[src/rtl/shinv_pkg.sv]
package shinv_pkg;

    localparam int AMT_W = 5;
    localparam int IDX_W = 4;
    localparam logic [IDX_W-1:0] PC_IDX = 4'd15;

    typedef enum logic [1:0] {
        SH_LSL = 2'b00,
        SH_LSR = 2'b01,
        SH_ASR = 2'b10,
        SH_ROR = 2'b11
    } shtype_e;

    typedef enum logic [1:0] {
        FMT_FIXED = 2'd0,
        FMT_C16   = 2'd1,
        FMT_WIDE  = 2'd2,
        FMT_RSVD  = 2'd3
    } fmt_e;

    typedef struct packed {
        logic [IDX_W-1:0] rd;
        logic [IDX_W-1:0] rm;
        logic [AMT_W-1:0] amt;
        shtype_e          ty;
        logic             set_flags;
        logic             illegal;
        logic             unpred;
        logic             pc_dest;
    } dec_t;

endpackage

[src/rtl/shinv_decode.sv]
module shinv_decode
    import shinv_pkg::*;
(
    input  logic [31:0] insn,
    input  logic [1:0]  fmt,
    input  logic        in_cond_blk,
    output dec_t        dec
);

    localparam logic [6:0]  FIXED_OPC = 7'b0001111;
    localparam logic [9:0]  C16_OPC   = 10'b0100001111;
    localparam logic [10:0] WIDE_OPC  = 11'b11101010011;

    always_comb begin
        dec    = '0;
        dec.ty = SH_LSL;
        unique case (fmt_e'(fmt))
            FMT_FIXED: begin
                dec.rd        = insn[15:12];
                dec.rm        = insn[3:0];
                dec.amt       = insn[11:7];
                dec.ty        = shtype_e'(insn[6:5]);
                dec.set_flags = insn[20];
                dec.illegal   = (insn[31:28] == 4'hF) || (insn[27:21] != FIXED_OPC) || insn[4];
                dec.unpred    = (insn[19:16] != 4'h0);
                dec.pc_dest   = (insn[15:12] == PC_IDX);
            end
            FMT_C16: begin
                dec.rd        = {1'b0, insn[2:0]};
                dec.rm        = {1'b0, insn[5:3]};
                dec.amt       = '0;
                dec.ty        = SH_LSL;
                dec.set_flags = !in_cond_blk;
                dec.illegal   = (insn[15:6] != C16_OPC);
            end
            FMT_WIDE: begin
                dec.rd        = insn[11:8];
                dec.rm        = insn[3:0];
                dec.amt       = {insn[14:12], insn[7:6]};
                dec.ty        = shtype_e'(insn[5:4]);
                dec.set_flags = insn[20];
                dec.illegal   = (insn[31:21] != WIDE_OPC) || (insn[19:16] != 4'hF) || insn[15];
                dec.unpred    = (insn[11:8] == PC_IDX) || (insn[3:0] == PC_IDX);
            end
            default: begin
                dec.illegal = 1'b1;
            end
        endcase
    end

endmodule

[src/rtl/shinv_shifter.sv]
module shinv_shifter
    import shinv_pkg::*;
#(
    parameter int W = 32
) (
    input  logic [W-1:0]     val,
    input  shtype_e          ty,
    input  logic [AMT_W-1:0] amt,
    input  logic             c_in,
    output logic [W-1:0]     res,
    output logic             c_out
);

    localparam int NW = AMT_W + 1;

    logic [NW-1:0]  n_eff;
    logic [W:0]     ext;
    logic [W:0]     rtmp;
    logic [W:0]     ltmp;
    logic [2*W-1:0] dbl;

    assign n_eff = (amt == '0) ? NW'(W) : {1'b0, amt};
    assign ext   = {val, 1'b0};

    always_comb begin
        rtmp  = '0;
        ltmp  = '0;
        dbl   = '0;
        res   = val;
        c_out = c_in;
        unique case (ty)
            SH_LSL: begin
                if (amt != '0) begin
                    ltmp  = {1'b0, val} << amt;
                    res   = ltmp[W-1:0];
                    c_out = ltmp[W];
                end
            end
            SH_LSR: begin
                rtmp  = ext >> n_eff;
                res   = rtmp[W:1];
                c_out = rtmp[0];
            end
            SH_ASR: begin
                rtmp  = $signed(ext) >>> n_eff;
                res   = rtmp[W:1];
                c_out = rtmp[0];
            end
            SH_ROR: begin
                if (amt == '0) begin
                    res   = {c_in, val[W-1:1]};
                    c_out = val[0];
                end else begin
                    dbl   = {val, val} >> amt;
                    res   = dbl[W-1:0];
                    c_out = dbl[W-1];
                end
            end
            default: begin
                res   = val;
                c_out = c_in;
            end
        endcase
    end

endmodule

[src/rtl/shinv_exec.sv]
module shinv_exec
    import shinv_pkg::*;
#(
    parameter int REG_W = 32
) (
    input  logic              clk,
    input  logic              rst_n,
    input  logic              in_valid,
    input  logic [31:0]       insn,
    input  logic [1:0]        fmt,
    input  logic              in_cond_blk,
    input  logic [REG_W-1:0]  src_val,
    input  logic              c_in,
    output logic [3:0]        src_idx,
    output logic              out_valid,
    output logic              out_bad,
    output logic [3:0]        rd_idx,
    output logic [REG_W-1:0]  result,
    output logic              rd_we,
    output logic              pc_we,
    output logic              exc_ret,
    output logic              flag_we,
    output logic              flag_n,
    output logic              flag_z,
    output logic              flag_c
);

    typedef struct packed {
        logic             valid;
        logic             bad;
        logic             rd_we;
        logic             pc_we;
        logic             exc_ret;
        logic             flag_we;
        logic             n;
        logic             z;
        logic             c;
        logic [IDX_W-1:0] rd;
        logic [REG_W-1:0] res;
    } stage_t;

    dec_t             dec;
    logic [REG_W-1:0] shifted;
    logic             sh_c;
    stage_t           st_d, st_q;

    shinv_decode u_dec (
        .insn        (insn),
        .fmt         (fmt),
        .in_cond_blk (in_cond_blk),
        .dec         (dec)
    );

    shinv_shifter #(.W(REG_W)) u_shf (
        .val   (src_val),
        .ty    (dec.ty),
        .amt   (dec.amt),
        .c_in  (c_in),
        .res   (shifted),
        .c_out (sh_c)
    );

    assign src_idx = dec.rm;

    always_comb begin
        logic reject;
        logic go;
        reject       = dec.illegal || dec.unpred;
        go           = in_valid && !reject;
        st_d         = '0;
        st_d.valid   = in_valid;
        st_d.bad     = in_valid && reject;
        st_d.rd_we   = go && !dec.pc_dest;
        st_d.pc_we   = go && dec.pc_dest && !dec.set_flags;
        st_d.exc_ret = go && dec.pc_dest && dec.set_flags;
        st_d.flag_we = go && dec.set_flags && !dec.pc_dest;
        st_d.res     = ~shifted;
        st_d.n       = st_d.res[REG_W-1];
        st_d.z       = (st_d.res == '0);
        st_d.c       = sh_c;
        st_d.rd      = dec.rd;
    end

    always_ff @(posedge clk) begin
        if (!rst_n) begin
            st_q <= '0;
        end else begin
            st_q <= st_d;
        end
    end

    assign out_valid = st_q.valid;
    assign out_bad   = st_q.bad;
    assign rd_idx    = st_q.rd;
    assign result    = st_q.res;
    assign rd_we     = st_q.rd_we;
    assign pc_we     = st_q.pc_we;
    assign exc_ret   = st_q.exc_ret;
    assign flag_we   = st_q.flag_we;
    assign flag_n    = st_q.n;
    assign flag_z    = st_q.z;
    assign flag_c    = st_q.c;

    p_one_dest_r9: assert property (@(posedge clk) disable iff (!rst_n)
        $onehot0({rd_we, pc_we, exc_ret}));

    p_pc_target_r9: assert property (@(posedge clk) disable iff (!rst_n)
        (pc_we || exc_ret) |-> (rd_idx == PC_IDX) && !flag_we);

    p_bad_silent_r6: assert property (@(posedge clk) disable iff (!rst_n)
        out_bad |-> !(rd_we || pc_we || exc_ret || flag_we));

    p_idle_quiet_r10: assert property (@(posedge clk) disable iff (!rst_n)
        !out_valid |-> !(rd_we || pc_we || exc_ret || flag_we || out_bad));

    p_accept_next_r10: assert property (@(posedge clk) disable iff (!rst_n)
        in_valid |=> out_valid);

    p_zero_flag_r5: assert property (@(posedge clk) disable iff (!rst_n)
        flag_we |-> (flag_z == (result == '0)));

    p_neg_flag_r5: assert property (@(posedge clk) disable iff (!rst_n)
        flag_we |-> (flag_n == result[REG_W-1]));

endmodule

[config.mk]
export PLATFORM = sky130hd
export DESIGN_NAME = shinv_exec
export DESIGN_NICKNAME = d
export VERILOG_FILES = /design/src/rtl/shinv_pkg.sv /design/src/rtl/shinv_decode.sv /design/src/rtl/shinv_shifter.sv /design/src/rtl/shinv_exec.sv
export SDC_FILE = /design/constraint.sdc
export NUM_CORES = 1
export LEC_CHECK = 0
export ABC_AREA = 1
export BUFFER_PORTS_ARGS = -buffer_cell sky130_fd_sc_hd__buf_2
export CAP_MARGIN = 30
export CORE_MARGIN = 2
export CORE_UTILIZATION = 40
export DETAILED_ROUTE_END_ITERATION = 8
export REMOVE_ABC_BUFFERS = 1
export SLEW_MARGIN = 20
export SYNTH_ARGS = -nofsm -noshare
export SYNTH_HDL_FRONTEND = slang
export SYNTH_SLANG_ARGS = --single-unit
[constraint.sdc]
create_clock -name clk -period 4.1 [get_ports clk]
set_input_delay 0.82 -clock clk [delete_from_list [all_inputs] [get_ports clk]]
set_output_delay 0.82 -clock clk [all_outputs]
set_load 0.01 [all_outputs]
### After elaboration in Yosys (flattened, before gate mapping)

Index checks and enable logic that the tools add are counted.

| storage, ports and cells | value |
|---|---|
| register bits | 45 |
| bits of input ports | 71 |
| output and inout bits | 49 |

| cells by class | value |
|---|---|
| eq/ne operators | 13 |
| shifts and indexed selects | 4 |
| muxes and demuxes | 11 |
| bitwise logic cells | 1 |
| reductions and logical operators | 24 |

Operator list:

| cell | count |
|---|---|
| 32-bit case mux with 4 select lines | 1 |
| 32-bit 2-to-1 mux | 2 |
| 64-bit by 5-bit >> shifter with 32-bit output | 1 |
| 16-bit case mux with 3 select lines | 1 |
| 32-bit by 5-bit left shift with 33-bit output | 1 |
| 33-bit by 6-bit >> shifter with 33-bit output | 1 |
| 33-bit by 6-bit >>> shifter with 33-bit output | 1 |
| 32-bit logical NOT | 1 |
| 32-bit inverter | 1 |
| 4-bit equality test (second input constant) | 4 |
| 11-bit != test (second input constant) | 1 |
| 10-bit by 9-bit != test with 1-bit output (second input constant) | 1 |
| 1-bit logical AND | 8 |
| 7-bit by 4-bit != test with 1-bit output (second input constant) | 1 |
| 2-bit equality test (second input constant) | 3 |
| 1-bit logical OR | 6 |
| 6-bit 2-to-1 mux | 1 |
| 5-bit logical NOT | 1 |
| 5-bit nonzero test | 1 |
| 2-bit by 1-bit equality test with 1-bit output (second input constant) | 2 |
| 1-bit logical NOT | 4 |
| 2-bit logical NOT | 2 |
| 4-bit != test (second input constant) | 1 |
| 1-bit case mux with 4 select lines | 1 |
| 4 further kinds | 6 |

### Logic depth before layout (Yosys ltp)

| depth | value |
|---|---|
| depth in word-level cells | 9 |
| depth in mapped cells | 25 |
| gate-level depth less buffers | 21 |

### Cells and area by module

Synthesis repeated with hierarchy kept, for this count alone.

| unflattened totals | value |
|---|---|
| cells, all modules | 1332 |
| area, all modules | 6890.4 sq um |

By module, submodules not included:

| module | instances | cells an instance | area an instance (sq um) |
|---|---|---|---|
| shinv_shifter | 1 | 1121 | 5236.3 |
| shinv_exec | 1 | 129 | 1221.2 |
| shinv_decode | 1 | 82 | 432.9 |

### Worst setup path after synthesis

No wires, ideal clock.

| path | value |
|---|---|
| kind | input port to flip-flop |
| from | in fmt[0] |
| to | reg st_q (netlist bit flag_z) |
| library setup time | 0.111 ns |
| arrival time | 2.587 ns |
| slack | 1.401 ns |
| stages | 19 |
| path buffers | 3 |
| cell sequence | buf_6 -> inv_2 -> nand2_2 -> o21ai_2 -> inv_2 -> nand3_2 -> buf_6 -> nor3_2 -> nor2_1 -> buf_2 -> o21ai_0 -> a21oi_1 -> nand2_1 -> nand2_1 -> nor2_1 -> nand2_1 -> nor2_1 -> nand3_1 -> nor2_1 |

| on the way | value |
|---|---|
| longest elaborated chain between the ends | 8 |
| elaborated cells between the ends (all ways) | 20 |
| those cells by class | 5 x eq/ne; 4 x shift; 5 x mux; 1 x bitwise; 5 x reduce/logical |

RTL lines:

| item | line | text |
|---|---|---|
| start, declared | shinv_exec.sv:10 | `input logic [1:0] fmt,` |
| 2-bit equality test (tied with other cells) | shinv_decode.sv:17 | `unique case (fmt_e'(fmt))` |
| 16-bit case mux with 3 select lines * | shinv_decode.sv:17 |  |
| 5-bit logical NOT | shinv_shifter.sv:22, shinv_shifter.sv:50 |  |
| 6-bit 2-to-1 mux | shinv_shifter.sv:22 | `assign n_eff = (amt == '0) ? NW'(W) : {1'b0, amt};` |
| 33-bit by 6-bit >>> shifter with 33-bit output / 33-bit by 6-bit >> shifter with 33-bit output (equally long branches) | shinv_shifter.sv:45, shinv_shifter.sv:40 |  |
| 32-bit case mux with 4 select lines * | shinv_shifter.sv:31 | `unique case (ty)` |
| 32-bit inverter * | shinv_exec.sv:77 | `st_d.res = ~shifted;` |
| 32-bit logical NOT * | shinv_exec.sv:79 | `st_d.z = (st_d.res == '0);` |
| end signal, assigned | shinv_exec.sv:88 | `st_q <= st_d;` |
| end, declared | shinv_exec.sv:45 | `stage_t st_d, st_q;` |

Every way passes the cells marked *; elsewhere a longest branch is shown, timed or not.
A chain may end at the register's enable or synchronous reset.

### Final worst setup path

Same ends and word-level chain as after synthesis.

==> impl_summary.txt <==
----------------------------------------------------
[Timing]
  Tmin final ... ~3.4 ns
  Setup repair after global routing missed its margin ... no
  Period utilization ... 82.9%
  Setup slack of the critical path after layout ... 0.700 ns
  Final-report hold violation count ... 0
  Tightest slew margin relative to the limit ... 43.2%
  Final-report setup violation count ... 0
  Maximum achievable frequency ... approximately 290 MHz
  Final-layout worst hold slack ... 0.809 ns
  Final setup TNS ... 0 ns
  Tightest Pin Transition ... 0.853 ns
  Final Max Tran Viols ... 0

[Cells and area]
  Nets ... 1584
  Fill cells ... 2095
  Final Cell Area ... 8120 um2
  Layout cells sized above 1 ... about an eighth
  Largest register FFs ... 31
  Area Growth Syn to Fin ... 11.6%
  ANT cells ... 0
  Core Util, Final ... a little under half

[Setup path]
  Worst path most repeated cell ... sky130_fd_sc_hd__nand3_1
  WP data arrival ... 3.62 ns
  Category of the worst setup path capture point ... flop
  Required time of the critical path ... around 4.3 ns
  Critical path type ... input pin to flop
  WP buf/inv ... 2
  Max stage delay on crit path ... around 0.30 ns
  Critical path cell sequence ... buf_2 > nor2_4 > nand2_4 > nand2_2 > buf_12 > nand2_1 > nand3_1 > nand3_1 > nand3_1 > nand3_1 > nand3_1 > nand2_1 > nand2_1 > nand2_1 > nor2_1 > nand2_1 > nor2_1 > nand3_1 > nor2_1
  Type of origin of the critical path ... input pin
  Cell type group with the largest total delay on the critical path ... simple AND/OR/NAND/NOR gates
  Maximum fanout count along the critical path ... 38
  Master of the slowest instance on the critical path ... sky130_fd_sc_hd__nor2_4

[CTS]
  Maximum clock path buffer count ... 2
  Number of clock sinks ... 44
  Number of cells upsized or downsized after cts ... 0
  H-tree lvl count ... 2
  Clock-pin slew on the worst setup and hold paths ... 0.07 ns
  CTS tree ... yes
  Total of hold buffers inserted after clock tree synthesis ... 0
  CTS Buf Count ... 5
  Post-CTS setup buffers ... 0
  Root buffer cell ... sky130_fd_sc_hd__clkbuf_16

[Min path]
  Hold Crit Class ... input pin to flop

[Power and ir drop]
  Combinational group share of total power ... about 61%
  Leakage power figure ... ~0.0044 uW
  Pwr/cell area ... 293 nW/um2
  Sw frac ... 50.0%
  Net Sw Power ... 1190 uW
  Clock power share ... 19.0%
  Sequential cell fraction of total power ... roughly a fifth
  Internal power component ... roughly 1200 uW
  Worst IR Drop VDD ... 0.205 mV

[Logic synthesis]
  Most area-consuming cells after synthesis ... sky130_fd_sc_hd__nand2_1 29%, sky130_fd_sc_hd__nand3_1 25%, sky130_fd_sc_hd__dfxtp_1 12%
  Synth top area share ... 29.2%
  Syn Area/Cell ... 4.98 um2
  Ys Warns ... 0
  Post-synthesis sequential area ratio ... 12.1%
  Async SR Flop Fraction ... 0%
  Top cells by count, synth ... 566 x sky130_fd_sc_hd__nand2_1, 367 x sky130_fd_sc_hd__nand3_1, 80 x sky130_fd_sc_hd__inv_1
  Most frequent cell after synthesis ... sky130_fd_sc_hd__nand2_1
  Total of flip-flops plus latches after synthesis ... 44
  Main flop type after synthesis ... sky130_fd_sc_hd__dfxtp_1
  Post-synthesis instance total ... 1461
  Yosys top cell by area ... sky130_fd_sc_hd__nand2_1
  Count of distinct cell types in the synthesized netlist ... 38
  Netlist area before placement ... 7280 um2
  Number of flops mapped to enable cells by yosys ... 0

[Place]
  Placed wire-length estimate after detailed placement ... 26300 um
  Pre-CTS setup slack ... 0.507 ns
  Port Buf Inserts ... roughly 120
  Gp weighted congestion ... 1.01
  Placed cell area ... 7950 um2

[Floorplan]
  Area of the placeable core ... around 18000 um2
  Die boundary height ... roughly 140 um
  Initial core utilization ... 40.7%
  Num rows ... 49
  Chip Width ... 139 um
  Die outline area ... approximately 19000 um2
  # IOs ... 120

[GRT]
  Grt met2 use ... ~54%
  Final global-route overflow total ... 0
  Busiest metal layer after global routing ... met2
  Total GRT Usage ... 34.6%
  Via count of the first global-routing pass ... slightly below 10000
  Pin count of the biggest net entering global routing ... 78
  Met1 usage ... between 40 and 50%
  First-pass GRT wire length ... about 53000 um
  M3 GR Usage ... slightly below 6%
  Antenna violations before repair ... 0

[Drt]
  Wire length reported by the detailed router ... about 34000 um
  Wire length per cell after detailed routing ... 19.8 um
  Vias per inst ... 5.98
  Detailed-routing iteration count for the pre-antenna-repair pass ... 6
  Via count ... 10400
  DRC violation count after routing ... 0
  Remaining antenna violation count ... 0
  Initial drt markers ... 1413

[Outcome]
  Outcome ... finished, final reports clean

[Run]
  Max-capacitance violation count ... 0

----------------------------------------------------
-- cell families after synthesis --
| kind of cell | synth area share [%] |
|---|---|
| DFF | 12.1 |
| buffers and inverters | 12.1 |
| AOI/OAI and AO/OA | 13.4 |
| and+or+nand+nor | 62.4 |
-- layer usage --
layer	vias up	wire [um]
li1	4946	-
met1	4728	13500
met2	611	15000
met3	142	3190
met4	0	2670
met5	-	0
-- path summary, 6_finish.rpt --
check / start / endpoint / slack, ns / depth (start not counted)
worst max-delay path: fmt[0] / flag_z$_SDFF_PN0_ / 0.70 / 19
worst min-delay path: in_valid / flag_we$_SDFF_PN0_ / 0.81 / 3
-- worst min-delay path, cell delays in order --
cell,delay [ns]
sky130_fd_sc_hd__buf_2,0.10
sky130_fd_sc_hd__nand2_1,0.08
sky130_fd_sc_hd__nor4_1,0.06
-- power by group through the flow --
| stage | Clock, uW | Combinational, uW | Sequential (uW) |
|---|---|---|---|
| final | 453 | 1440 | 488 |
| after global routing | 484 | 1580 | 493 |
| after CTS | 460 | 1400 | 489 |
| after detailed placement | 0 | 1400 | 499 |
| after global placement | 0 | 1410 | 498 |
| after floorplan | 0 | 849 | 526 |
-- stage by stage --
step | std cells | total power, uW
6_report | 1743 | 2380
2_1_floorplan | 1359 | 1380
3_3_place_gp | 1734 | 1900
5_1_grt | 1743 | 2550
4_1_cts | 1743 | 2350
3_5_place_dp | 1735 | 1900
-- placed cells by master, fill, tap and decap left out, types with 2 or more instances in the layout --
cell / count
sky130_fd_sc_hd__a21oi_1: 74
sky130_fd_sc_hd__buf_12: 7
sky130_fd_sc_hd__buf_2: 119
sky130_fd_sc_hd__buf_4: 20
sky130_fd_sc_hd__clkbuf_16: 5
sky130_fd_sc_hd__clkinv_1: 2
sky130_fd_sc_hd__dfxtp_1: 44
sky130_fd_sc_hd__inv_1: 79
sky130_fd_sc_hd__inv_2: 9
sky130_fd_sc_hd__nand2_1: 566
sky130_fd_sc_hd__nand2_2: 5
sky130_fd_sc_hd__nand2_4: 3
sky130_fd_sc_hd__nand3_1: 367
sky130_fd_sc_hd__nand3_2: 5
sky130_fd_sc_hd__nand4_1: 12
sky130_fd_sc_hd__nor2_1: 78
sky130_fd_sc_hd__nor3_1: 2
sky130_fd_sc_hd__nor4_1: 6
sky130_fd_sc_hd__o211ai_1: 16
sky130_fd_sc_hd__o21ai_0: 52
sky130_fd_sc_hd__o21ai_1: 14
sky130_fd_sc_hd__o21ai_4: 3
sky130_fd_sc_hd__o221ai_1: 2
sky130_fd_sc_hd__o22ai_1: 6
sky130_fd_sc_hd__or2_2: 2
-- final cells by class --
cell class | count | area (um2) | share of cell area [%]
clock buffers | 5 | 125 | 1.54
clock inverters | 3 | 42.5 | 0.524
inverters | 91 | 344 | 4.24
multi-input cells | 1224 | 5530 | 68.1
flip-flops and latches | 44 | 881 | 10.8
well taps | 229 | 287 | 3.53
repair buffers | 147 | 913 | 11.2
Note: power is estimated with default switching activity, not from simulation.
